### src/rtl/uart_fifo_ctrl_pkg.sv
package uart_fifo_ctrl_pkg;

  typedef enum logic {
    SEL_FIFO_CTRL = 1'b0,
    SEL_IRQ_EN    = 1'b1
  } reg_sel_e;

  localparam int unsigned CTRL_DEEP_BIT  = 0;
  localparam int unsigned CTRL_RXFL_BIT  = 1;
  localparam int unsigned CTRL_TXFL_BIT  = 2;

  // receive trigger in characters waiting
  function automatic int unsigned rx_trig_chars(input logic [1:0] code);
    case (code)
      2'b00:   return 8;
      2'b01:   return 16;
      2'b10:   return 56;
      default: return 60;
    endcase
  endfunction

  // transmit trigger in free spaces
  function automatic int unsigned tx_trig_spaces(input logic [1:0] code);
    case (code)
      2'b00:   return 8;
      2'b01:   return 16;
      2'b10:   return 32;
      default: return 56;
    endcase
  endfunction

endpackage

### src/rtl/uart_byte_fifo.sv
module uart_byte_fifo #(
  parameter  int unsigned DEPTH     = 64,
  parameter  int unsigned DATA_W    = 8,
  parameter  int unsigned FLUSH_CYC = 2,
  localparam int unsigned CNT_W     = $clog2(DEPTH + 1),
  localparam int unsigned PTR_W     = (DEPTH > 1) ? $clog2(DEPTH) : 1,
  localparam int unsigned FL_W      = $clog2(FLUSH_CYC + 1)
) (
  input  logic              clk,
  input  logic              rst,
  input  logic [CNT_W-1:0]  cap,
  input  logic              flush_req,
  output logic              flush_busy,
  input  logic              push,
  input  logic [DATA_W-1:0] push_data,
  input  logic              pop,
  output logic [DATA_W-1:0] pop_data,
  output logic [CNT_W-1:0]  count
);

  localparam logic [PTR_W-1:0] LAST_PTR = PTR_W'(DEPTH - 1);
  localparam logic [FL_W-1:0]  FL_LOAD  = FL_W'(FLUSH_CYC);

  logic [DATA_W-1:0] mem [DEPTH];
  logic [PTR_W-1:0]  wr_ptr, rd_ptr;
  logic [CNT_W-1:0]  count_q;
  logic [FL_W-1:0]   fl_cnt;
  logic              wipe, push_ok, pop_ok;

  assign wipe    = flush_req || (fl_cnt != '0);
  assign push_ok = push && !wipe && (count_q < cap);
  assign pop_ok  = pop && !wipe && (count_q != '0);

  // storage: no reset so it maps onto block RAM
  always_ff @(posedge clk) begin
    if (push_ok) mem[wr_ptr] <= push_data;
  end

  // registered read port
  always_ff @(posedge clk) begin
    if (rst)         pop_data <= '0;
    else if (pop_ok) pop_data <= mem[rd_ptr];
  end

  always_ff @(posedge clk) begin
    if (rst || wipe) begin
      wr_ptr  <= '0;
      rd_ptr  <= '0;
      count_q <= '0;
    end else begin
      if (push_ok) wr_ptr <= (wr_ptr == LAST_PTR) ? '0 : wr_ptr + 1'b1;
      if (pop_ok)  rd_ptr <= (rd_ptr == LAST_PTR) ? '0 : rd_ptr + 1'b1;
      case ({push_ok, pop_ok})
        2'b10:   count_q <= count_q + 1'b1;
        2'b01:   count_q <= count_q - 1'b1;
        default: count_q <= count_q;
      endcase
    end
  end

  // multi-cycle flush sequencer
  always_ff @(posedge clk) begin
    if (rst)              fl_cnt <= '0;
    else if (flush_req)   fl_cnt <= FL_LOAD;
    else if (fl_cnt != 0) fl_cnt <= fl_cnt - 1'b1;
  end

  assign flush_busy = (fl_cnt != '0);
  assign count      = count_q;

endmodule

### src/rtl/uart_fifo_regs.sv
module uart_fifo_regs
  import uart_fifo_ctrl_pkg::*;
(
  input  logic       clk,
  input  logic       rst,
  input  logic       wr_en,
  input  logic       wr_sel,
  input  logic [7:0] wr_data,
  input  logic       enh_en,
  output logic       deep_en,
  output logic [1:0] rx_trig,
  output logic [1:0] tx_trig,
  output logic [7:0] ier,
  output logic       rx_flush,
  output logic       tx_flush
);

  logic ctrl_wr, ier_wr;
  logic unused_rsvd;

  assign ctrl_wr     = wr_en && (reg_sel_e'(wr_sel) == SEL_FIFO_CTRL);
  assign ier_wr      = wr_en && (reg_sel_e'(wr_sel) == SEL_IRQ_EN);
  assign unused_rsvd = wr_data[3];

  always_ff @(posedge clk) begin
    if (rst) begin
      deep_en <= 1'b0;
      rx_trig <= 2'b00;
      tx_trig <= 2'b00;
      ier     <= 8'h00;
    end else begin
      if (ctrl_wr) begin
        deep_en <= wr_data[CTRL_DEEP_BIT];
        rx_trig <= wr_data[7:6];
        if (enh_en) tx_trig <= wr_data[5:4];
      end
      if (ier_wr) begin
        ier[3:0] <= wr_data[3:0];
        if (enh_en) ier[7:4] <= wr_data[7:4];
      end
    end
  end

  assign rx_flush = ctrl_wr && wr_data[CTRL_RXFL_BIT];
  assign tx_flush = ctrl_wr && wr_data[CTRL_TXFL_BIT];

endmodule

### src/rtl/uart_fifo_irq.sv
module uart_fifo_irq
  import uart_fifo_ctrl_pkg::*;
#(
  parameter int unsigned CNT_W = 7
) (
  input  logic             clk,
  input  logic             rst,
  input  logic             deep_en,
  input  logic [CNT_W-1:0] cap,
  input  logic [1:0]       rx_trig,
  input  logic [1:0]       tx_trig,
  input  logic             rx_en,
  input  logic             tx_en,
  input  logic [CNT_W-1:0] rx_count,
  input  logic [CNT_W-1:0] tx_count,
  output logic             rx_irq,
  output logic             tx_irq
);

  int unsigned rx_thr, tx_thr;
  logic        rx_hit, tx_room, room_q;

  always_comb begin
    rx_thr  = deep_en ? rx_trig_chars(rx_trig)  : 1;
    tx_thr  = deep_en ? tx_trig_spaces(tx_trig) : 1;
    rx_hit  = 32'(rx_count) >= rx_thr;
    tx_room = (32'(tx_count) + tx_thr) <= 32'(cap);
  end

  always_ff @(posedge clk) begin
    if (rst) begin
      rx_irq <= 1'b0;
      tx_irq <= 1'b0;
      room_q <= 1'b0;
    end else begin
      rx_irq <= rx_en && rx_hit;
      // hold while still roomy, set only on a fresh rise of room
      tx_irq <= tx_en && tx_room && (tx_irq || !room_q);
      room_q <= tx_room;
    end
  end

endmodule

### src/rtl/uart_fifo_ctrl.sv
module uart_fifo_ctrl
  import uart_fifo_ctrl_pkg::*;
#(
  parameter  int unsigned DEPTH     = 64,
  parameter  int unsigned DATA_W    = 8,
  parameter  int unsigned FLUSH_CYC = 2,
  localparam int unsigned CNT_W     = $clog2(DEPTH + 1)
) (
  input  logic              clk,
  input  logic              rst,
  input  logic              reg_wr_en,
  input  logic              reg_wr_sel,
  input  logic [7:0]        reg_wr_data,
  input  logic              enh_en,
  input  logic              tx_push,
  input  logic [DATA_W-1:0] tx_push_data,
  input  logic              tx_pop,
  output logic [DATA_W-1:0] tx_pop_data,
  input  logic              rx_push,
  input  logic [DATA_W-1:0] rx_push_data,
  input  logic              rx_pop,
  output logic [DATA_W-1:0] rx_pop_data,
  output logic [CNT_W-1:0]  tx_count,
  output logic [CNT_W-1:0]  rx_count,
  output logic [7:0]        cfg_view,
  output logic [7:0]        ier_view,
  output logic              rx_irq,
  output logic              tx_irq
);

  localparam logic [CNT_W-1:0] CAP_DEEP = CNT_W'(DEPTH);
  localparam logic [CNT_W-1:0] CAP_ONE  = CNT_W'(1);

  logic       deep_en, rx_flush, tx_flush, rx_busy, tx_busy;
  logic [1:0] rx_trig, tx_trig;
  logic [7:0] ier;
  logic [CNT_W-1:0] cap;

  uart_fifo_regs u_regs (
    .clk      (clk),
    .rst      (rst),
    .wr_en    (reg_wr_en),
    .wr_sel   (reg_wr_sel),
    .wr_data  (reg_wr_data),
    .enh_en   (enh_en),
    .deep_en  (deep_en),
    .rx_trig  (rx_trig),
    .tx_trig  (tx_trig),
    .ier      (ier),
    .rx_flush (rx_flush),
    .tx_flush (tx_flush)
  );

  assign cap = deep_en ? CAP_DEEP : CAP_ONE;

  uart_byte_fifo #(.DEPTH(DEPTH), .DATA_W(DATA_W), .FLUSH_CYC(FLUSH_CYC)) u_tx_fifo (
    .clk        (clk),
    .rst        (rst),
    .cap        (cap),
    .flush_req  (tx_flush),
    .flush_busy (tx_busy),
    .push       (tx_push),
    .push_data  (tx_push_data),
    .pop        (tx_pop),
    .pop_data   (tx_pop_data),
    .count      (tx_count)
  );

  uart_byte_fifo #(.DEPTH(DEPTH), .DATA_W(DATA_W), .FLUSH_CYC(FLUSH_CYC)) u_rx_fifo (
    .clk        (clk),
    .rst        (rst),
    .cap        (cap),
    .flush_req  (rx_flush),
    .flush_busy (rx_busy),
    .push       (rx_push),
    .push_data  (rx_push_data),
    .pop        (rx_pop),
    .pop_data   (rx_pop_data),
    .count      (rx_count)
  );

  uart_fifo_irq #(.CNT_W(CNT_W)) u_irq (
    .clk      (clk),
    .rst      (rst),
    .deep_en  (deep_en),
    .cap      (cap),
    .rx_trig  (rx_trig),
    .tx_trig  (tx_trig),
    .rx_en    (ier[0]),
    .tx_en    (ier[1]),
    .rx_count (rx_count),
    .tx_count (tx_count),
    .rx_irq   (rx_irq),
    .tx_irq   (tx_irq)
  );

  assign cfg_view = {rx_trig, tx_trig, 1'b0, tx_busy, rx_busy, deep_en};
  assign ier_view = ier;

endmodule

### config.mk
export PLATFORM = sky130hd
export DESIGN_NAME = uart_fifo_ctrl
export DESIGN_NICKNAME = d
export VERILOG_FILES = /design/src/rtl/uart_fifo_ctrl_pkg.sv /design/src/rtl/uart_byte_fifo.sv /design/src/rtl/uart_fifo_regs.sv /design/src/rtl/uart_fifo_irq.sv /design/src/rtl/uart_fifo_ctrl.sv
export SDC_FILE = /design/constraint.sdc
export NUM_CORES = 1
export LEC_CHECK = 0
export ABC_AREA = 1
export BUFFER_PORTS_ARGS = -buffer_cell sky130_fd_sc_hd__buf_2
export CAP_MARGIN = 10
export CORE_MARGIN = 2
export CORE_UTILIZATION = 30
export DETAILED_ROUTE_END_ITERATION = 6
export PLACE_DENSITY = 0.52
export REMOVE_ABC_BUFFERS = 1
export SETUP_SLACK_MARGIN = 0.15
export SYNTH_ARGS = -nofsm -noshare
export SYNTH_HDL_FRONTEND = slang
export SYNTH_SLANG_ARGS = --single-unit
export TNS_END_PERCENT = 1
### constraint.sdc
create_clock -name clk -period 6.6 [get_ports clk]
set_clock_uncertainty 0.05 [all_clocks]
set_input_delay 1.32 -clock clk [delete_from_list [all_inputs] [get_ports clk]]
set_output_delay 1.32 -clock clk [all_outputs]
set_load 0.02 [all_outputs]
# After elaboration in Yosys (flattened, before gate mapping)
# Memories as Yosys holds them, arrays and structs flattened. A register that Yosys moved wholly into a read port is not among the register bits.
# Cells that the tools add are included.
[op_classes]
n_addsub = 11
magnitude_cmp = 4
n_eq_ne = 12
muxes = 19
n_bitwise = 1
reduce_logical = 37
[op_table]
columns = ["op", "count"]
rows = [
  ["$mux 6", 6],
  ["$pmux 6 s3", 2],
  ["$add 7x32->32", 1],
  ["$ge 7x32->1", 1],
  ["$le 32x7->1", 1],
  ["$pmux 7 s2", 2],
  ["$add 6x1->6 const B", 4],
  ["$eq 6x6->1 const B", 4],
  ["$logic_and 1x1->1", 15],
  ["$add 7x1->7 const B", 2],
  ["$lt 7x7->1", 2],
  ["$reduce_bool 7->1", 2],
  ["$sub 7x1->7 const B", 2],
  ["$reduce_bool 2->1", 6],
  ["$eq 2x1->1 const B", 4],
  ["$eq 2x2->1 const B", 4],
  ["$mux 2", 4],
  ["$mux 7", 1],
  ["$logic_or 1x1->1", 5],
  ["$logic_not 2->1", 2],
  ["$mux 1", 4],
  ["$reduce_and 2->1", 2],
  ["$reduce_or 2->1", 2],
  ["$sub 2x1->2 const B", 2],
  ["2 further kinds", 4],
]
[word_totals]
regBits = 58
ram_bits = 1024
inputBits = 33
memories = 2
[memory_table]
columns = ["memory", "depth", "word_bits", "read_ports", "rd_clocked_by_memory_dff", "write_ports", "line_no", "source"]
rows = [
  ["u_rx_fifo.mem", 64, 8, 1, 1, 1, "uart_byte_fifo.sv:24", "logic [DATA_W-1:0] mem [DEPTH];"],
  ["u_tx_fifo.mem", 64, 8, 1, 1, 1, "uart_byte_fifo.sv:24", ""],
]

# Logic depth before layout (Yosys ltp)
[logic_depth]
ltp_word = 9
depth_mapped = 18
ltp_nobuf = 17

# By module
# A second synthesis with hierarchy kept.
[hier_totals]
hier_cells = 4269
hier_area_um2 = 46389.5
[modules_own_cells]
columns = ["mod", "instances", "cells_per_inst", "area_each_um2", "seq_area_each_um2"]
rows = [
  ["uart_byte_fifo (u_rx_fifo)", 1, 2043, 22582.9, 15955.3],
  ["uart_byte_fifo (u_tx_fifo)", 1, 2038, 22552.9, 15955.3],
  ["uart_fifo_irq", 1, 105, 700.7, 60.1],
  ["uart_fifo_regs", 1, 77, 515.5, 260.2],
  ["uart_fifo_ctrl", 1, 6, 37.5, 0.0],
]

# Worst setup path after synthesis
# Ideal clock, no wire load.
[synth_timing]
path_type = "input port to flip-flop"
from = "input reg_wr_en"
to = "register u_tx_fifo.count_q[6] (netlist: u_tx_fifo.count[6])"
arrival_time_ns = 3.582
required_ns = 6.480
slack_ns = 2.898
stages = 17
path_cell_list = "inv_1 -> nor2_2 -> nand2_2 -> nand3_2 -> nor3_2 -> clkbuf_1 -> ha_1 -> inv_1 -> fa_1 -> o21ai_0 -> nand2_1 -> nand2_1 -> a21o_1 -> nand2_1 -> nand2_1 -> nand2_1 -> a21oi_1"
[synth_between]
elab_chain_len = 8
elab_cells_between_ends = 13
classes_between = "2 x eq/ne; 1 x mux; 10 x reduce/logical"
[synth_rtl]
columns = ["item", "line_no", "source"]
rows = [
  ["start, declared", "uart_fifo_ctrl.sv:11", "input logic reg_wr_en,"],
  ["$logic_and 1x1->1 *", "uart_fifo_regs.sv:21", "assign ctrl_wr = wr_en && (reg_sel_e'(wr_sel) == SEL_FIFO_CTRL);"],
  ["$logic_and 1x1->1 *", "uart_fifo_regs.sv:45", "assign tx_flush = ctrl_wr && wr_data[CTRL_TXFL_BIT];"],
  ["$logic_or 1x1->1 *", "uart_byte_fifo.sv:30", "assign wipe = flush_req || (fl_cnt != '0);"],
  ["$logic_not 1->1 *", "uart_byte_fifo.sv:32", "assign pop_ok = pop && !wipe && (count_q != '0);"],
  ["$logic_and 1x1->1 * (2 in series)", "uart_byte_fifo.sv:32", ""],
  ["named net u_tx_fifo.pop_ok", "uart_byte_fifo.sv:28", "logic wipe, push_ok, pop_ok;"],
  ["$eq 2x1->1 / $eq 2x2->1 (equally long branches)", "uart_byte_fifo.sv:53", "case ({push_ok, pop_ok})"],
  ["$pmux 7 s2 / $reduce_bool 2->1 (equally long branches)", "--", ""],
  ["end signal, assigned", "uart_byte_fifo.sv:54", "2'b10: count_q <= count_q + 1'b1;"],
  ["end signal, assigned", "uart_byte_fifo.sv:55", "2'b01: count_q <= count_q - 1'b1;"],
  ["end signal, assigned", "uart_byte_fifo.sv:56", "default: count_q <= count_q;"],
  ["end, declared", "uart_byte_fifo.sv:26", "logic [CNT_W-1:0] count_q;"],
]
# The timed path passes the listed nets; every way through them passes the cells marked *.
# A chain may end at the register's enable or synchronous reset.

# Final worst setup path
[layout_timing]
from = "input reg_wr_sel"
to = "register u_rx_fifo.count_q[6] (netlist: u_rx_fifo.count[6])"
[layout_between]
elab_chain_len = 9
elab_cells_between_ends = 14
classes_between = "2 x eq/ne; 1 x mux; 1 x bitwise; 10 x reduce/logical"
[layout_rtl]
columns = ["item", "line_no", "source"]
rows = [
  ["start, declared", "uart_fifo_ctrl.sv:12", "input logic reg_wr_sel,"],
  ["$not 1->1 *", "uart_fifo_regs.sv:21", ""],
  ["$logic_and 1x1->1 *", "uart_fifo_regs.sv:21", ""],
  ["$logic_and 1x1->1 *", "uart_fifo_regs.sv:44", "assign rx_flush = ctrl_wr && wr_data[CTRL_RXFL_BIT];"],
  ["$logic_or 1x1->1 *", "uart_byte_fifo.sv:30", ""],
  ["$logic_not 1->1", "uart_byte_fifo.sv:31, uart_byte_fifo.sv:32", ""],
  ["$logic_and 1x1->1 (on tied branches) (2 in series)", "uart_byte_fifo.sv:32, uart_byte_fifo.sv:31", ""],
  ["$eq 2x1->1 / $eq 2x2->1 (equally long branches)", "uart_byte_fifo.sv:53", ""],
  ["$pmux 7 s2 / $reduce_bool 2->1 (equally long branches)", "--", ""],
  ["end signal, assigned", "uart_byte_fifo.sv:54", ""],
  ["end signal, assigned", "uart_byte_fifo.sv:55", ""],
  ["end signal, assigned", "uart_byte_fifo.sv:56", ""],
  ["end, declared", "uart_byte_fifo.sv:26", ""],
]
# Every way passes the cells marked *; elsewhere a longest branch is shown, timed or not.

==> summary by stage <==
Clock network
The source-to-sink clock delay at the later pin of the worst-skew pair is 740 ps. For this design, the CTS-stage hold fixing added 0 buffers. After clock tree synthesis, the clock-pin slew on the worst setup and hold paths is 60 ps. The post-cts resize count is 0. The number of buffers created by CTS is 115. CTS saw about 1,100 sinks. The post-CTS setup repair buffer count is 0. The cell sitting at the root of the clock tree is a sky130_fd_sc_hd__clkbuf_16.

TritonCTS built the clock tree. CTS built an H-tree with a depth of 3. The number of buffers on the longest clock path is 3.

Logic synthesis
Summed over its instances, the top area cell type makes up 67.2% of the synthesized netlist area. The post-synthesis xor/xnor area fraction is 0.268%. The Yosys step of the flow raised 0 warnings. After Yosys synthesis, and, or, nand and nor cells account for 21.6% of the synthesized area. The share of the yosys chip area belonging to registers is 70.5%.

In the post-synthesis netlist, the biggest area contributors are sky130_fd_sc_hd__edfxtp_1, sky130_fd_sc_hd__nand2_1, sky130_fd_sc_hd__nand3_1, sky130_fd_sc_hd__nor2_1, sky130_fd_sc_hd__dfxtp_1. The register bit count reported by yosys is 1,098. Summed over all instances, the cell type with the most area after synthesis is sky130_fd_sc_hd__edfxtp_1.

The synthesized netlist devotes 0.908% of its cell area to adder and majority cells. The number of different library cells used by synthesis comes to 40. The cell count after synthesis came out at around 4,200.

Multiplexer cells account for 0% of the synthesized area. The mapped netlist covers 45,700 sq um. The average instance in the mapped netlist occupies 11.0 sq um. Counting flops with a built-in enable in the synthesized netlist gives 1,024. The largest family of logic cells by synthesized area is simple AND/OR/NAND/NOR gates. The synthesized netlist devotes under 10% of its cell area to compound gates. In the synthesized netlist the async set-or-reset flop fraction comes to 0%. The main flop type after synthesis is sky130_fd_sc_hd__edfxtp_1.

Pwr
The largest voltage drop on the vdd net is approximately 0.25 mV. In this run the power density over the cells is 362 nW/um^2. The completed layout was analyzed and its total power is roughly 19 mW. For this design the static power due to leakage is around 18 nW.

Floorplanning
The top-level port count is 81. The die covers 156,000 sq um. The initial cell density of the core is 30.1%. The die extent in x is 394 um. The initialized floorplan defines about 140 standard-cell rows.

The total area inside the core boundary comes to 152,000 sq um. From bottom edge to top edge, the die measures 394 um.

Place
The half-perimeter wire length after placement is 75.7 mm. Port buffering added 79 buffers. Once placement finished, the instance area stood at 47,800 sq um.

The final weighted congestion of routability-driven global placement is 0.840.

Global routing
The initial antenna violation count is 1. The maximum number of pins on one net before global-route repair is 156. The overall track demand over capacity in global routing is 16.2%. The aggregate global routing overflow is 0. The via count of the first global-routing pass is 30,047. The first-pass GRT wire length is ~190 mm.

Timing
The maximum frequency from static timing analysis is 234 MHz. The final count of hold timing violations is 0. The worst path needs 4280 ps of the cycle, external delays included. The final max-slew violation count came to 0.

Setup repair after global routing left no endpoint under its margin. Setup violations remaining at the end of the flow were counted as 0. Measured against its own limit, the worst slew margin works out to 21.9%. The tightest hold path in the finished design has a slack of 408 ps. At the pin with the least slew margin, the transition time is 1160 ps.

The share of the clock period used by the worst path after layout is 64.8%. In the final timing run, aggregate negative setup slack is 0 ps.

Drt
The first TritonRoute pass finished after 6 iterations. After detailed routing, the number of vias per cell comes to 4.83. The final layout contains routed wiring with a total length of 129 mm. The first routing iteration left 2,916 violations.

The count of nets left with antenna violations once routing finished came out at 0. The routed layout has 30,357 vias. The residual DRC count is 0. The routed length per instance is between 20 and 25 um.

Worst hold path
The worst hold-check path type is flip-flop to flip-flop.

Final layout
The area growth from synthesis to final layout is 12.9%. The final layout contains approximately 4,200 nets. The number of diodes added for antenna fixing is 0. Measured on the finished design, the core utilization comes to between 30% and 40%.

The count of filler cells inserted in the layout is roughly 15,000. The commonest non-fill, non-tap cell in the layout is sky130_fd_sc_hd__nand2_1. The share of post-route cells with drive strength above 1 is approximately 7.3%. Across the whole layout, storage elements account for 32,200 sq um. The top cell types in the final layout, fill and taps aside, are sky130_fd_sc_hd__nand2_1, sky130_fd_sc_hd__edfxtp_1, sky130_fd_sc_hd__nand3_1, sky130_fd_sc_hd__nor2_1, sky130_fd_sc_hd__o21ai_0. With fillers left out, the area of the finished cells amounts to 51,600 sq um. The footprint of the multi-input gates is 12,000 sq um.

Critical path
Of all nets on the critical path, the largest fanout is 9. The startpoint-to-endpoint class of the critical path is input port to flip-flop. STA puts the critical path data required time at 7210 ps. The kind of end point of the critical path is a flip-flop. The critical path startpoint category is an input port. The arrival time reported for the critical path endpoint is roughly 4900 ps.

Run status
The flow ran to the end, and the final reports show no timing, DRC or antenna violations.

Job
The max-capacitance violation count is 0.
-- synthesized netlist by cell type (3+ instances only) --
library cell and number:
sky130_fd_sc_hd__a211oi_1 7, sky130_fd_sc_hd__a21o_1 6, sky130_fd_sc_hd__a21oi_1 55, sky130_fd_sc_hd__buf_1 31, sky130_fd_sc_hd__buf_2 102, sky130_fd_sc_hd__buf_4 13
sky130_fd_sc_hd__buf_6 13, sky130_fd_sc_hd__clkbuf_1 77, sky130_fd_sc_hd__clkinv_1 8, sky130_fd_sc_hd__dfxtp_1 74, sky130_fd_sc_hd__edfxtp_1 1024, sky130_fd_sc_hd__ha_1 30
sky130_fd_sc_hd__inv_1 83, sky130_fd_sc_hd__inv_2 4, sky130_fd_sc_hd__nand2_1 1148, sky130_fd_sc_hd__nand3_1 701, sky130_fd_sc_hd__nand3_2 4, sky130_fd_sc_hd__nand4_1 3
sky130_fd_sc_hd__nor2_1 507, sky130_fd_sc_hd__nor3_1 14, sky130_fd_sc_hd__o21ai_0 187, sky130_fd_sc_hd__o21ai_1 17, sky130_fd_sc_hd__o22ai_1 8, sky130_fd_sc_hd__xor2_1 14
-- routing by layer --
layer / up-vias / part of all wire (%) / track usage (%)
met5: - / 0 / 0
met2: 909 / 48 / 27.2
met3: 180 / 5.3 / 2.46
met4: 0 / 2.3 / 4.51
li1: 14404 / - / -
met1: 14864 / 44 / 21.9
-- logic make-up after synthesis --
| logic type | count (synthesis) |
|---|---|
| AND/OR/NAND/NOR | 2383 |
| flip-flops | 1098 |
| buffers and inverters | 334 |
| AO/OA/AOI/OAI | 290 |
| adder cells (fa/ha/maj) | 32 |
| XOR/XNOR | 14 |
| other | 1 |
-- registers in the layout, indices dropped and copies added (netlist names), 6 cells and up --
register,cells
u_rx_fifo.mem,512
u_tx_fifo.mem,512
u_regs.ier,8
u_rx_fifo.pop_data,8
u_tx_fifo.pop_data,8
u_rx_fifo.count,7
u_tx_fifo.count,7
u_rx_fifo.rd_ptr,6
u_rx_fifo.wr_ptr,6
u_tx_fifo.rd_ptr,6
u_tx_fifo.wr_ptr,6
-- report_power, final --
group | switching [mW] | total [mW] | leakage (nW) | internal (mW)
sequential | 0.318 | 8.09 | 9.81 | 7.77
combinational | 2.94 | 4.09 | 6.67 | 1.14
clock | 2.77 | 6.50 | 1.85 | 3.72
total | 6.04 | 18.7 | 18.3 | 12.6
-- stage by stage --
| step | std cells | setup WS (ps) |
|---|---|---|
| finish | 6279 | 2320 |
| global route | 6279 | 2060 |
| CTS | 6278 | 2300 |
| detailed placement | 6062 | 1490 |
| global placement | 6061 | 1540 |
| floorplan | 3914 | -2930 |
-- layout make-up --
type	instances	share of cell area, %
clock inverter	62	1.29
multi-input combinational	2720	23.2
timing repair buffer	119	1.39
inverter	96	0.727
sequential	1098	62.5
clock buffer	154	6.05
tap	2030	4.92
-- worst paths after layout --
kind / start / to / slack (ps) / cells after the start
setup reg to reg: u_regs.deep_en$_SDFFE_PP0N_ / u_tx_fifo.mem[27][0]$_DFFE_PP_ / 2720 / 8
setup / recovery: reg_wr_sel / u_rx_fifo.count[6]$_SDFFE_PP0P_ / 2320 / 18
hold / removal: u_tx_fifo.fl_cnt[1]$_SDFFE_PP0P_ / u_tx_fifo.fl_cnt[1]$_SDFFE_PP0P_ / 410 / 2
hold reg to reg: u_tx_fifo.fl_cnt[1]$_SDFFE_PP0P_ / u_tx_fifo.fl_cnt[1]$_SDFFE_PP0P_ / 410 / 2
-- critical path: stages --
cell and delay (ps):
sky130_fd_sc_hd__buf_2 110, sky130_fd_sc_hd__nor2_2 620, sky130_fd_sc_hd__nand2_1 230, sky130_fd_sc_hd__nand3_1 210
sky130_fd_sc_hd__nor3_1 60, sky130_fd_sc_hd__nand2_1 310, sky130_fd_sc_hd__buf_4 250, sky130_fd_sc_hd__ha_1 340
sky130_fd_sc_hd__inv_1 100, sky130_fd_sc_hd__fa_1 400, sky130_fd_sc_hd__o21ai_0 310, sky130_fd_sc_hd__nand2_1 100
sky130_fd_sc_hd__nand2_1 100, sky130_fd_sc_hd__a21o_1 120, sky130_fd_sc_hd__nand2_1 50, sky130_fd_sc_hd__nand2_1 70
sky130_fd_sc_hd__nand2_1 50, sky130_fd_sc_hd__a21oi_1 110
Note: power is estimated with default switching activity, not from simulation.
